===== src/rtl/dma2d_pkg.sv =====
package dma2d_pkg;

  // Strobes from control to datapath, at most one acted on per cycle.
  typedef struct packed {
    logic load;    // take a new job from the inputs
    logic step;    // advance by one element within a row
    logic wrap;    // open the next row
    logic reload;  // take the next descriptor from the inputs
  } dpStrobe_t;

endpackage


===== src/rtl/dma2d_datapath.sv =====
module dma2d_datapath
  import dma2d_pkg::*;
#(
  parameter int ADDR_W = 32,
  parameter int CNT_W  = 16,
  parameter int MOD_W  = 16
) (
  input  logic              clk,
  input  logic              rstN,
  input  dpStrobe_t         strobe,
  input  logic [ADDR_W-1:0] startAddr,
  input  logic [CNT_W-1:0]  xCount,
  input  logic [CNT_W-1:0]  yCount,
  input  logic [MOD_W-1:0]  xMod,
  input  logic [MOD_W-1:0]  yMod,
  output logic [ADDR_W-1:0] curAddr,
  output logic [CNT_W-1:0]  curXCount,
  output logic [CNT_W-1:0]  curYCount,
  output logic              lastX,
  output logic              moreRows
);

  localparam int EXT_W = ADDR_W - MOD_W;

  logic [ADDR_W-1:0] xModExt;
  logic [ADDR_W-1:0] yModExt;
  logic [ADDR_W-1:0] stepAddr;
  logic [ADDR_W-1:0] wrapAddr;
  logic [CNT_W-1:0]  loadX;
  logic [CNT_W-1:0]  loadY;

  // Sign extension of the strides; a narrower address simply truncates.
  generate
    if (EXT_W > 0) begin : g_ext
      assign xModExt = {{EXT_W{xMod[MOD_W-1]}}, xMod};
      assign yModExt = {{EXT_W{yMod[MOD_W-1]}}, yMod};
    end else begin : g_trunc
      assign xModExt = xMod[ADDR_W-1:0];
      assign yModExt = yMod[ADDR_W-1:0];
    end
  endgenerate

  // The wrap undoes the column step of the row's last element and applies the row stride.
  assign stepAddr = curAddr + xModExt;
  assign wrapAddr = stepAddr - xModExt + yModExt;

  assign loadX = (xCount == '0) ? '1 : xCount;
  assign loadY = (yCount == '0) ? '1 : yCount;

  always_ff @(posedge clk or negedge rstN) begin
    if (!rstN) begin
      curAddr   <= '0;
      curXCount <= '0;
      curYCount <= '0;
    end else if (strobe.load || strobe.reload) begin
      curAddr   <= startAddr;
      curXCount <= loadX;
      curYCount <= loadY;
    end else if (strobe.wrap) begin
      curAddr   <= wrapAddr;
      curXCount <= loadX;
      curYCount <= curYCount - 1'b1;
    end else if (strobe.step) begin
      curAddr   <= stepAddr;
      curXCount <= curXCount - 1'b1;
    end
  end

  assign lastX    = (curXCount == CNT_W'(1));
  assign moreRows = (curYCount > CNT_W'(1));

endmodule


===== src/rtl/dma2d_ctrl.sv =====
module dma2d_ctrl
  import dma2d_pkg::*;
#(
  parameter int MOD_W = 16
) (
  input  logic             clk,
  input  logic             rstN,
  input  logic             startPulse,
  input  logic             elemAccept,
  input  logic             cfgEn2d,
  input  logic             cfgIrqEn,
  input  logic [1:0]       cfgFlow,
  input  logic [1:0]       cfgElemSize,
  input  logic [1:0]       startLow,
  input  logic [MOD_W-1:0] xMod,
  input  logic             lastX,
  input  logic             moreRows,
  output dpStrobe_t        strobe,
  output logic             running,
  output logic             done,
  output logic             error,
  output logic             irqPulse,
  output logic             reloadReq
);

  localparam logic [1:0] FLOW_STOP = 2'd0;

  logic [MOD_W-1:0] absMod;
  logic [MOD_W-1:0] elemBytes;
  logic [1:0]       alignMask;
  logic             sizeLegal;
  logic             cfgOk;
  logic             accepted;
  logic             rowEnd;
  logic             wrapNow;
  logic             reloadNow;
  logic             finishNow;

  assign absMod    = xMod[MOD_W-1] ? (~xMod + 1'b1) : xMod;
  assign elemBytes = MOD_W'(1) << cfgElemSize;
  assign sizeLegal = (cfgElemSize != 2'd3);

  always_comb begin
    case (cfgElemSize)
      2'd0:    alignMask = 2'b00;
      2'd1:    alignMask = 2'b01;
      default: alignMask = 2'b11;
    endcase
  end

  assign cfgOk = sizeLegal && (absMod == elemBytes) && ((startLow & alignMask) == 2'b00);

  // A start in the same cycle takes precedence over an element strobe.
  assign accepted  = elemAccept && running && !startPulse;
  assign rowEnd    = accepted && lastX;
  assign wrapNow   = rowEnd && cfgEn2d && moreRows;
  assign reloadNow = rowEnd && !wrapNow && (cfgFlow != FLOW_STOP);
  assign finishNow = rowEnd && !wrapNow && (cfgFlow == FLOW_STOP);

  always_comb begin
    strobe        = '0;
    strobe.load   = startPulse && cfgOk;
    strobe.wrap   = wrapNow;
    strobe.reload = reloadNow;
    strobe.step   = accepted && !wrapNow && !reloadNow;
  end

  always_ff @(posedge clk or negedge rstN) begin
    if (!rstN) begin
      running   <= 1'b0;
      done      <= 1'b0;
      error     <= 1'b0;
      irqPulse  <= 1'b0;
      reloadReq <= 1'b0;
    end else begin
      irqPulse  <= rowEnd && cfgIrqEn;
      reloadReq <= reloadNow;
      if (startPulse) begin
        running <= cfgOk;
        done    <= 1'b0;
        error   <= !cfgOk;
      end else if (finishNow) begin
        running <= 1'b0;
        done    <= 1'b1;
      end
    end
  end

endmodule


===== src/rtl/dma2d_addr_gen.sv =====
module dma2d_addr_gen
  import dma2d_pkg::*;
#(
  parameter int ADDR_W = 32,
  parameter int CNT_W  = 16,
  parameter int MOD_W  = 16
) (
  input  logic              clk,
  input  logic              rstN,
  input  logic              startPulse,
  input  logic              elemAccept,
  input  logic              cfgEn2d,
  input  logic              cfgIrqEn,
  input  logic [1:0]        cfgFlow,
  input  logic [1:0]        cfgElemSize,
  input  logic [ADDR_W-1:0] startAddr,
  input  logic [CNT_W-1:0]  xCount,
  input  logic [CNT_W-1:0]  yCount,
  input  logic [MOD_W-1:0]  xMod,
  input  logic [MOD_W-1:0]  yMod,
  output logic [ADDR_W-1:0] curAddr,
  output logic [CNT_W-1:0]  curXCount,
  output logic [CNT_W-1:0]  curYCount,
  output logic              running,
  output logic              done,
  output logic              error,
  output logic              irqPulse,
  output logic              reloadReq
);

  dpStrobe_t strobe;
  logic      lastX;
  logic      moreRows;

  dma2d_ctrl #(.MOD_W(MOD_W)) u_ctrl (
    .clk        (clk),
    .rstN       (rstN),
    .startPulse (startPulse),
    .elemAccept (elemAccept),
    .cfgEn2d    (cfgEn2d),
    .cfgIrqEn   (cfgIrqEn),
    .cfgFlow    (cfgFlow),
    .cfgElemSize(cfgElemSize),
    .startLow   (startAddr[1:0]),
    .xMod       (xMod),
    .lastX      (lastX),
    .moreRows   (moreRows),
    .strobe     (strobe),
    .running    (running),
    .done       (done),
    .error      (error),
    .irqPulse   (irqPulse),
    .reloadReq  (reloadReq)
  );

  dma2d_datapath #(.ADDR_W(ADDR_W), .CNT_W(CNT_W), .MOD_W(MOD_W)) u_dp (
    .clk      (clk),
    .rstN     (rstN),
    .strobe   (strobe),
    .startAddr(startAddr),
    .xCount   (xCount),
    .yCount   (yCount),
    .xMod     (xMod),
    .yMod     (yMod),
    .curAddr  (curAddr),
    .curXCount(curXCount),
    .curYCount(curYCount),
    .lastX    (lastX),
    .moreRows (moreRows)
  );

endmodule


===== config.mk =====
export PLATFORM = sky130hd
export DESIGN_NAME = dma2d_addr_gen
export DESIGN_NICKNAME = d
export VERILOG_FILES = /design/src/rtl/dma2d_pkg.sv /design/src/rtl/dma2d_datapath.sv /design/src/rtl/dma2d_ctrl.sv /design/src/rtl/dma2d_addr_gen.sv
export SDC_FILE = /design/constraint.sdc
export NUM_CORES = 1
export LEC_CHECK = 0
export CORE_AREA = 3 3 138 140
export DETAILED_ROUTE_END_ITERATION = 6
export DIE_AREA = 0 0 141 143
export PLACE_DENSITY_LB_ADDON = 0.05
export RECOVER_POWER = 25
export SLEW_MARGIN = 30
export SYNTH_ARGS = -nofsm -noshare
export SYNTH_HDL_FRONTEND = slang
export SYNTH_SLANG_ARGS = --single-unit

===== constraint.sdc =====
create_clock -name clk -period 5 [get_ports clk]
set_clock_uncertainty 0.05 [all_clocks]
set_input_delay 0.75 -clock clk [delete_from_list [all_inputs] [get_ports clk]]
set_output_delay 0.75 -clock clk [all_outputs]
set_load 0.02 [all_outputs]

==> results.sh, run 1 <==
export IMPL_wl_met2_um=15800
export IMPL_cts_buffers=9
export IMPL_grt_usage_pct=30.9
export IMPL_peakVddDrop_uv=162
export IMPL_finalMaxSlewViolations=61
export IMPL_timing_final_crit_share_pct=99.4
export IMPL_slowest_stage="or4b_4"
export IMPL_arrival_ns=5.16
export IMPL_fp_dieArea_mm2=0.0202
export IMPL_critPathKind="primary input to flip-flop"
export IMPL_crit_chain="buf_8, ha_4, a211oi_2, o211ai_1, buf_4, buf_6, a31o_4, a21o_1, xnor2_2, fa_1, inv_2, ha_4, a21o_1, a211oi_2, or4b_4, nand3_4, nand2_4, o311ai_4, a211oi_2, o21ai_1, o311ai_1, o22a_1"
export IMPL_hold_class="primary input to async pin"
export IMPL_cts_path_max_buffers=2
export IMPL_swShare_pct=35.9
export IMPL_wl_per_cell_um=19.4
export IMPL_cap_viol_max_count=2
export IMPL_cp_start_kind="primary input"
export IMPL_ff2ff_setup_slack_ns=0.07
export IMPL_dp_cells=1641
export IMPL_internal_power_uw=1620
export IMPL_clkPwrFrac_pct=30.0
export IMPL_ant_nets=0
export IMPL_final_cell_mix="buf_4, clkdlybuf4s50_1, o21ai_0"
export IMPL_initial_core_util_pct=47.4
export IMPL_critPathMaxFanout=4
export IMPL_syn_area_per_cell_um2=7.74
export IMPL_p_comb_share_pct=47.5
export IMPL_grt_ovfl_total=0
export IMPL_end_kind="flip-flop"
export IMPL_numPortBuffers=174
export IMPL_seqPwrFrac_pct=22.5
export IMPL_n_antenna_cell=0
export IMPL_regArea_mm2=0.00173
export IMPL_wl_met1_um=14000
export IMPL_synth_edf_count=0
export IMPL_syn_num_nets=1306
export IMPL_leakagePower_uw=0.00576
export IMPL_final_cells=1689
export IMPL_reg2reg_depth=21
export IMPL_via_per_inst=5.94
export IMPL_crit_path_max_incr_delay_ns=0.54
export IMPL_io_pins=175
export IMPL_hold_viol=0
export IMPL_post_layout_total_power_uw=2520
export IMPL_dp_hpwl_um=23700
export IMPL_cts_tree="built"
export IMPL_min_period_ns=4.97
export IMPL_grt_setup_unrepaired="true"
export IMPL_drtPass1Iterations=5
export IMPL_final_setup_worst_slack_ns=0.0307
export IMPL_cts_sinks=69
export IMPL_drc=0
export IMPL_post_route_util_pct=73.3
export IMPL_drive_gt1_share_pct=24.2
export IMPL_drt_total_wl_um=32800
export IMPL_num_vias=10000
export IMPL_multi_input_area_mm2=0.00715
export IMPL_tightestPinTransition_ns=2.10
export IMPL_p_switching_uw=906
export IMPL_place_worst_setup_slack_ns=-0.932
export IMPL_fill_cells=1394
export IMPL_core_mm2=0.0180
export IMPL_violations="capacitance limit, slew limit"
export IMPL_cts_max_level=3
export IMPL_synth_cells=1100
export IMPL_grt_pass1_vias=9646
export IMPL_clock_root_buffer="clkbuf_16"
export IMPL_clkSlewWorstSetupHoldPaths_ns=0.07
export IMPL_max_slew_margin_rel_pct=-39.9
export IMPL_row_count=49
export IMPL_ys_warn_count=0
export IMPL_synth_cell_types=75
export IMPL_wl_met3_um=2180
export IMPL_area_growth_pct=54.5
export IMPL_nets=1661
export IMPL_fmax_mhz=201
export IMPL_top_layer_used="met4"
export IMPL_outcome="finished with violations"
export IMPL_antenna_found_initial=1
export IMPL_cpMostUsedCell="a211oi_2"
export IMPL_power_density_mw_per_mm2=192
export IMPL_setup_viol=0
export IMPL_yosys_register_bits=69
export IMPL_gp_congestion=0.920
export IMPL_synth_main_ff_cell="dfrtp_1"
export IMPL_final_common_cell="buf_4"
export IMPL_worst_skew_pair_late_latency_ns=0.35
export IMPL_drt_initial_drc_count=726
export IMPL_dieHeight_um=143
export IMPL_synth_area_mm2=0.00852
export IMPL_grt_pass1_wl_um=50200
export IMPL_die_w_um=141
export IMPL_grt_max_degree=34
export IMPL_yosysSeqAreaShare_pct=20.3
export IMPL_synthArstFlopShare_pct=100
export IMPL_cp_data_required_time_ns=5.19
==> cell usage after synthesis (6+ instances only) <==
library cell / n / share of area (%)
nor4_1: 17 / 1.2
o21bai_1: 10 / 0.88
xnor2_1: 39 / 4.0
o21ai_0: 115 / 6.8
fa_1: 32 / 7.5
nor4b_1: 6 / 0.62
nand2_1: 98 / 4.3
nor3_1: 23 / 1.4
or3_1: 12 / 0.88
nor3b_1: 7 / 0.62
nor2b_1: 16 / 1.2
a21o_1: 26 / 2.3
o22ai_1: 8 / 0.59
nor2_1: 94 / 4.1
o21a_1: 12 / 1.1
a22o_1: 11 / 1.1
dfrtp_1: 69 / 20
inv_1: 61 / 2.7
nand2b_1: 11 / 0.81
clkbuf_1: 40 / 1.8
a31oi_1: 22 / 1.6
and3_1: 9 / 0.66
nand3_1: 27 / 1.6
ha_1: 68 / 10
o31ai_1: 10 / 0.88
a211oi_1: 19 / 1.7
xor2_1: 23 / 2.4
a21oi_1: 78 / 4.6
nand4_1: 21 / 1.5
buf_2: 8 / 0.47
o211ai_1: 23 / 2.0
and2_1: 7 / 0.51
==> area by class of cell <==
cell class,count,area share [%]
timing repair buffer,397,26.1
multi-input combinational,917,54.3
sequential,69,13.1
tap,229,2.18
clock buffer,9,1.71
clock inverter,7,0.789
inverter,61,1.74
==> power groups by stage <==
stage	Combinational [µW]	Sequential, µW	Clock (µW)
2_1_floorplan	549	582	0
3_3_place_gp	1000	578	0
3_5_place_dp	1010	578	0
4_1_cts	1080	567	767
5_1_grt	1300	568	785
6_report	1200	568	757
==> kinds of logic after synthesis <==
kind of cell | count (synthesis) | share of synthesized area [%]
AOI/OAI and AO/OA | 379 | 28.1
and+or+nand+nor | 369 | 21.6
buffers and inverters | 114 | 5.23
adders and majority gates | 100 | 17.5
DFF | 69 | 20.3
xor gates and xnor gates | 62 | 6.37
muxes | 7 | 0.852
==> worst max-delay path: cells and delay by family <==
| family | cells | cell delay (ns) |
|---|---|---|
| AO/OA/AOI/OAI | 11 | 2.12 |
| adder cells (fa/ha/maj) | 3 | 0.97 |
| AND/OR/NAND/NOR | 3 | 0.73 |
| buffers and inverters | 4 | 0.42 |
| XOR/XNOR | 1 | 0.16 |
==> registers in the layout, indices dropped and copies added, names as in the netlist <==
register	cells
u_dp.curXCount	16
u_dp.curAddr	32
u_dp.curYCount	16
u_ctrl.running	1
u_ctrl.error	1
u_ctrl.reloadReq	1
u_ctrl.done	1
u_ctrl.irqPulse	1
==> layer usage <==
metal | vias up | GRT usage, %
li1 | 4751 | -
met1 | 4819 | 42.0
met2 | 406 | 51.2
met3 | 61 | 4.42
met4 | 0 | 9.79
met5 | - | 0
==> metrics by stage <==
stage	hold slack [ns]	setup TNS [ns]	instance area (µm²)
2_1_floorplan	0.404	-0.0410	8580
3_3_place_gp	0.424	-11.40	11800
3_5_place_dp	0.442	-13.81	11900
4_1_cts	0.193	0	12600
5_1_grt	0.461	-0.942	13200
6_report	0.410	0	13200
==> worst paths after layout <==
path,from,to
setup reg to reg,u_dp.curAddr[1],u_dp.curAddr[30]
hold reg to reg,u_ctrl.error,u_ctrl.error
setup / recovery,xMod[1],u_dp.curAddr[30]
min in group clk,u_ctrl.error,u_ctrl.error
max in group asynchronous,rstN,u_dp.curYCount[3]
hold / removal,rstN,u_dp.curAddr[2]
==> timing repair <==
item                                    4_1_cts  5_1_grt
buffers inserted                             21       12
gates resized for setup                      65       96
endpoints found under the setup margin       18       19
pin swaps                                    44       67
hold buffers                                  0        0
Note: power is estimated with default switching activity, not from simulation.
==> inputs of run 2 (changes only) <==
--- a/config.mk
+++ b/config.mk
@@ -5,11 +5,14 @@
 export SDC_FILE = /design/constraint.sdc
 export NUM_CORES = 1
 export LEC_CHECK = 0
-export CORE_AREA = 3 3 138 140
+export CORE_AREA = 3 3 136 138
+export CTS_BUF_LIST = sky130_fd_sc_hd__clkbuf_8
+export CTS_CLUSTER_SIZE = 10
 export DETAILED_ROUTE_END_ITERATION = 6
-export DIE_AREA = 0 0 141 143
+export DIE_AREA = 0 0 139 141
 export PLACE_DENSITY_LB_ADDON = 0.05
 export RECOVER_POWER = 25
+export REMOVE_ABC_BUFFERS = 1
 export SLEW_MARGIN = 30
 export SYNTH_ARGS = -nofsm -noshare
 export SYNTH_HDL_FRONTEND = slang
==> run 2 against run 1 <==
  * The flow finishes with violations (capacitance limit, slew limit, setup timing)
  * Critical path depth grew 2
  * Routed wire length grew 2.9%
  * Worst hold slack gained 0.049 ns
  * Power shrank 4.5%
  * Register-to-register slack lost 0.08 ns
  * Clock power shrank 27%
  * Combinational power grew 8%
  * Sequential share of layout area shrank 0.22 points
==> results.sh, run 2 (synthesized netlist as in run 1, its figures left out) <==
export IMPL_critPathMaxFanout=2
export IMPL_peakVddDrop_uv=160
export IMPL_cap_viol_max_count=2
export IMPL_numPortBuffers=174
export IMPL_grt_setup_unrepaired="true"
export IMPL_max_slew_margin_rel_pct=-78.0
export IMPL_drt_total_wl_um=33800
export IMPL_outcome="finished with violations"
export IMPL_clock_root_buffer="clkbuf_8"
export IMPL_nets=1685
export IMPL_n_antenna_cell=0
export IMPL_area_growth_pct=57.1
export IMPL_crit_path_max_incr_delay_ns=0.50
export IMPL_hold_class="flip-flop to flip-flop"
export IMPL_leakagePower_uw=0.00584
export IMPL_regMostFlops="u_dp.curAddr"
export IMPL_cts_sinks=69
export IMPL_io_pins=175
export IMPL_grt_max_degree=44
export IMPL_post_layout_total_power_uw=2410
export IMPL_fill_cells=1244
export IMPL_row_count=48
export IMPL_crit_chain="buf_8, ha_4, fa_2, a21oi_2, o21ai_2, buf_4, a21oi_2, o21bai_1, a21oi_1, xor2_1, fa_2, inv_2, ha_4, a21o_1, a221o_1, a31oi_4, a2111oi_4, o31ai_4, o21ai_2, a31oi_2, buf_4, xnor2_2, nand2_1, a21oi_2"
export IMPL_ff2ff_setup_slack_ns=-0.01
export IMPL_hold_slack_ns=0.459
export IMPL_drc=0
export IMPL_largest_register_ffs=32
export IMPL_ant_nets=0
export IMPL_drt_initial_drc_count=881
export IMPL_dieHeight_um=141
export IMPL_worst_skew_pair_late_latency_ns=0.40
export IMPL_hold_viol=0
export IMPL_cts_hold_buffers=0
export IMPL_gp_congestion=0.985
export IMPL_wl_per_cell_um=19.8
export IMPL_grt_ovfl_total=0
export IMPL_cts_tree="built"
export IMPL_cpMostUsedCell="a21oi_2"
export IMPL_crit_family="compound AO/OA/AOI/OAI gates"
export IMPL_cp_start_kind="primary input"
export IMPL_initial_core_util_pct=49.3
export IMPL_final_common_cell="buf_4"
export IMPL_arrival_ns=5.32
export IMPL_grt_usage_pct=31.9
export IMPL_fmax_mhz=198
export IMPL_finalMaxSlewViolations=72
export IMPL_final_setup_worst_slack_ns=-0.0544
export IMPL_cts_buffers=9
export IMPL_top_regs="u_dp.curAddr (32), u_dp.curXCount (16), u_dp.curYCount (16)"
export IMPL_cts_max_level=3
export IMPL_setup_viol=3
export IMPL_die_w_um=139
export IMPL_drive_gt1_share_pct=27.2
export IMPL_grt_pass1_vias=10100
export IMPL_final_cell_mix="buf_4, clkdlybuf4s50_1, o21ai_0, nand2_1, nor2_1"
export IMPL_critPathKind="primary input to flip-flop"
export IMPL_stdcell_area_mm2=0.0134
export IMPL_power_density_mw_per_mm2=180
export IMPL_timing_final_crit_share_pct=101
export IMPL_grt_pass1_wl_um=51000
export IMPL_core_mm2=0.0173
export IMPL_end_kind="flip-flop"
export IMPL_dp_hpwl_um=23700
export IMPL_tightestPinTransition_ns=2.67
export IMPL_clkSlewWorstSetupHoldPaths_ns=0.10
export IMPL_fp_dieArea_mm2=0.0196
export IMPL_via_per_inst=6.12
export IMPL_violations="capacitance limit, slew limit, setup timing"
export IMPL_drtPass1Iterations=5
export IMPL_postPlaceCellArea_mm2=0.0120
export IMPL_min_period_ns=5.05
export IMPL_cp_data_required_time_ns=5.26
export IMPL_antenna_found_initial=0
export IMPL_slowest_stage="fa_2"
export IMPL_num_vias=10500
export IMPL_cp_buffers_inverters=4
export IMPL_cts_path_max_buffers=2
[run 2: final timing paths]
kind / start / end / depth (start not counted)
hold / removal: u_ctrl.error / u_ctrl.error / 2
setup reg to reg: u_dp.curAddr[0] / u_dp.curAddr[29] / 23
setup / recovery: xMod[0] / u_dp.curAddr[29] / 24
max in group asynchronous: rstN / u_dp.curAddr[27] / 2
min in group asynchronous: rstN / u_dp.curYCount[7] / 1
hold reg to reg: u_ctrl.error / u_ctrl.error / 2
[run 2: power breakdown]
group          internal, µW  switching [µW]  total, µW
combinational           659             631       1290
clock                   278             273        551
sequential              562            5.44        567
[run 2: layout make-up]
type / instances / area, µm² / share of cell area (%)
flip-flops and latches: 69 / 1730 / 12.9
inverters: 61 / 229 / 1.71
clock buffers: 9 / 124 / 0.925
clock inverters: 6 / 88.8 / 0.664
well taps: 225 / 282 / 2.10
repair buffers: 421 / 3610 / 26.9
multi-input cells: 917 / 7330 / 54.8
[run 2: routing by layer]
layer	GRT usage, %	wire length, µm	share of wire (%)	up-vias
met1	42.6	13900	41	5059
met3	5.60	2610	7.7	85
li1	-	-	-	4792
met5	0	0	0	-
met4	11.1	1160	3.4	0
met2	52.4	16100	48	520
[run 2: per-stage QoR]
stage | setup WS [ns] | TNS [ns] | std cells | util [%]
floorplan | -0.391 | -2.25 | 1047 | -
global placement | -1.12 | -17.38 | 1659 | 69.0
detailed placement | -1.22 | -18.64 | 1660 | 69.2
CTS | -0.00857 | -0.00857 | 1694 | 73.4
global route | -0.204 | -1.36 | 1708 | 77.4
finish | -0.0544 | -0.0766 | 1708 | 77.4
[run 2: worst register-to-register path: cells and delay by family (launching register included)]
kind / cells / cell delay, ns
flip-flops: 1 / 0.41
buffers and inverters: 3 / 0.39
XOR/XNOR: 2 / 0.39
AO/OA/AOI/OAI: 13 / 2.37
AND/OR/NAND/NOR: 1 / 0.08
adder cells (fa/ha/maj): 4 / 1.28
[run 2: timing repair]
| item | CTS | global route |
|---|---|---|
| endpoints found under the setup margin | 20 | 18 |
| endpoints found under the hold margin | 0 | 0 |
| resized for setup | 85 | 124 |
| pin swaps | 51 | 92 |
| buffers inserted | 20 | 19 |
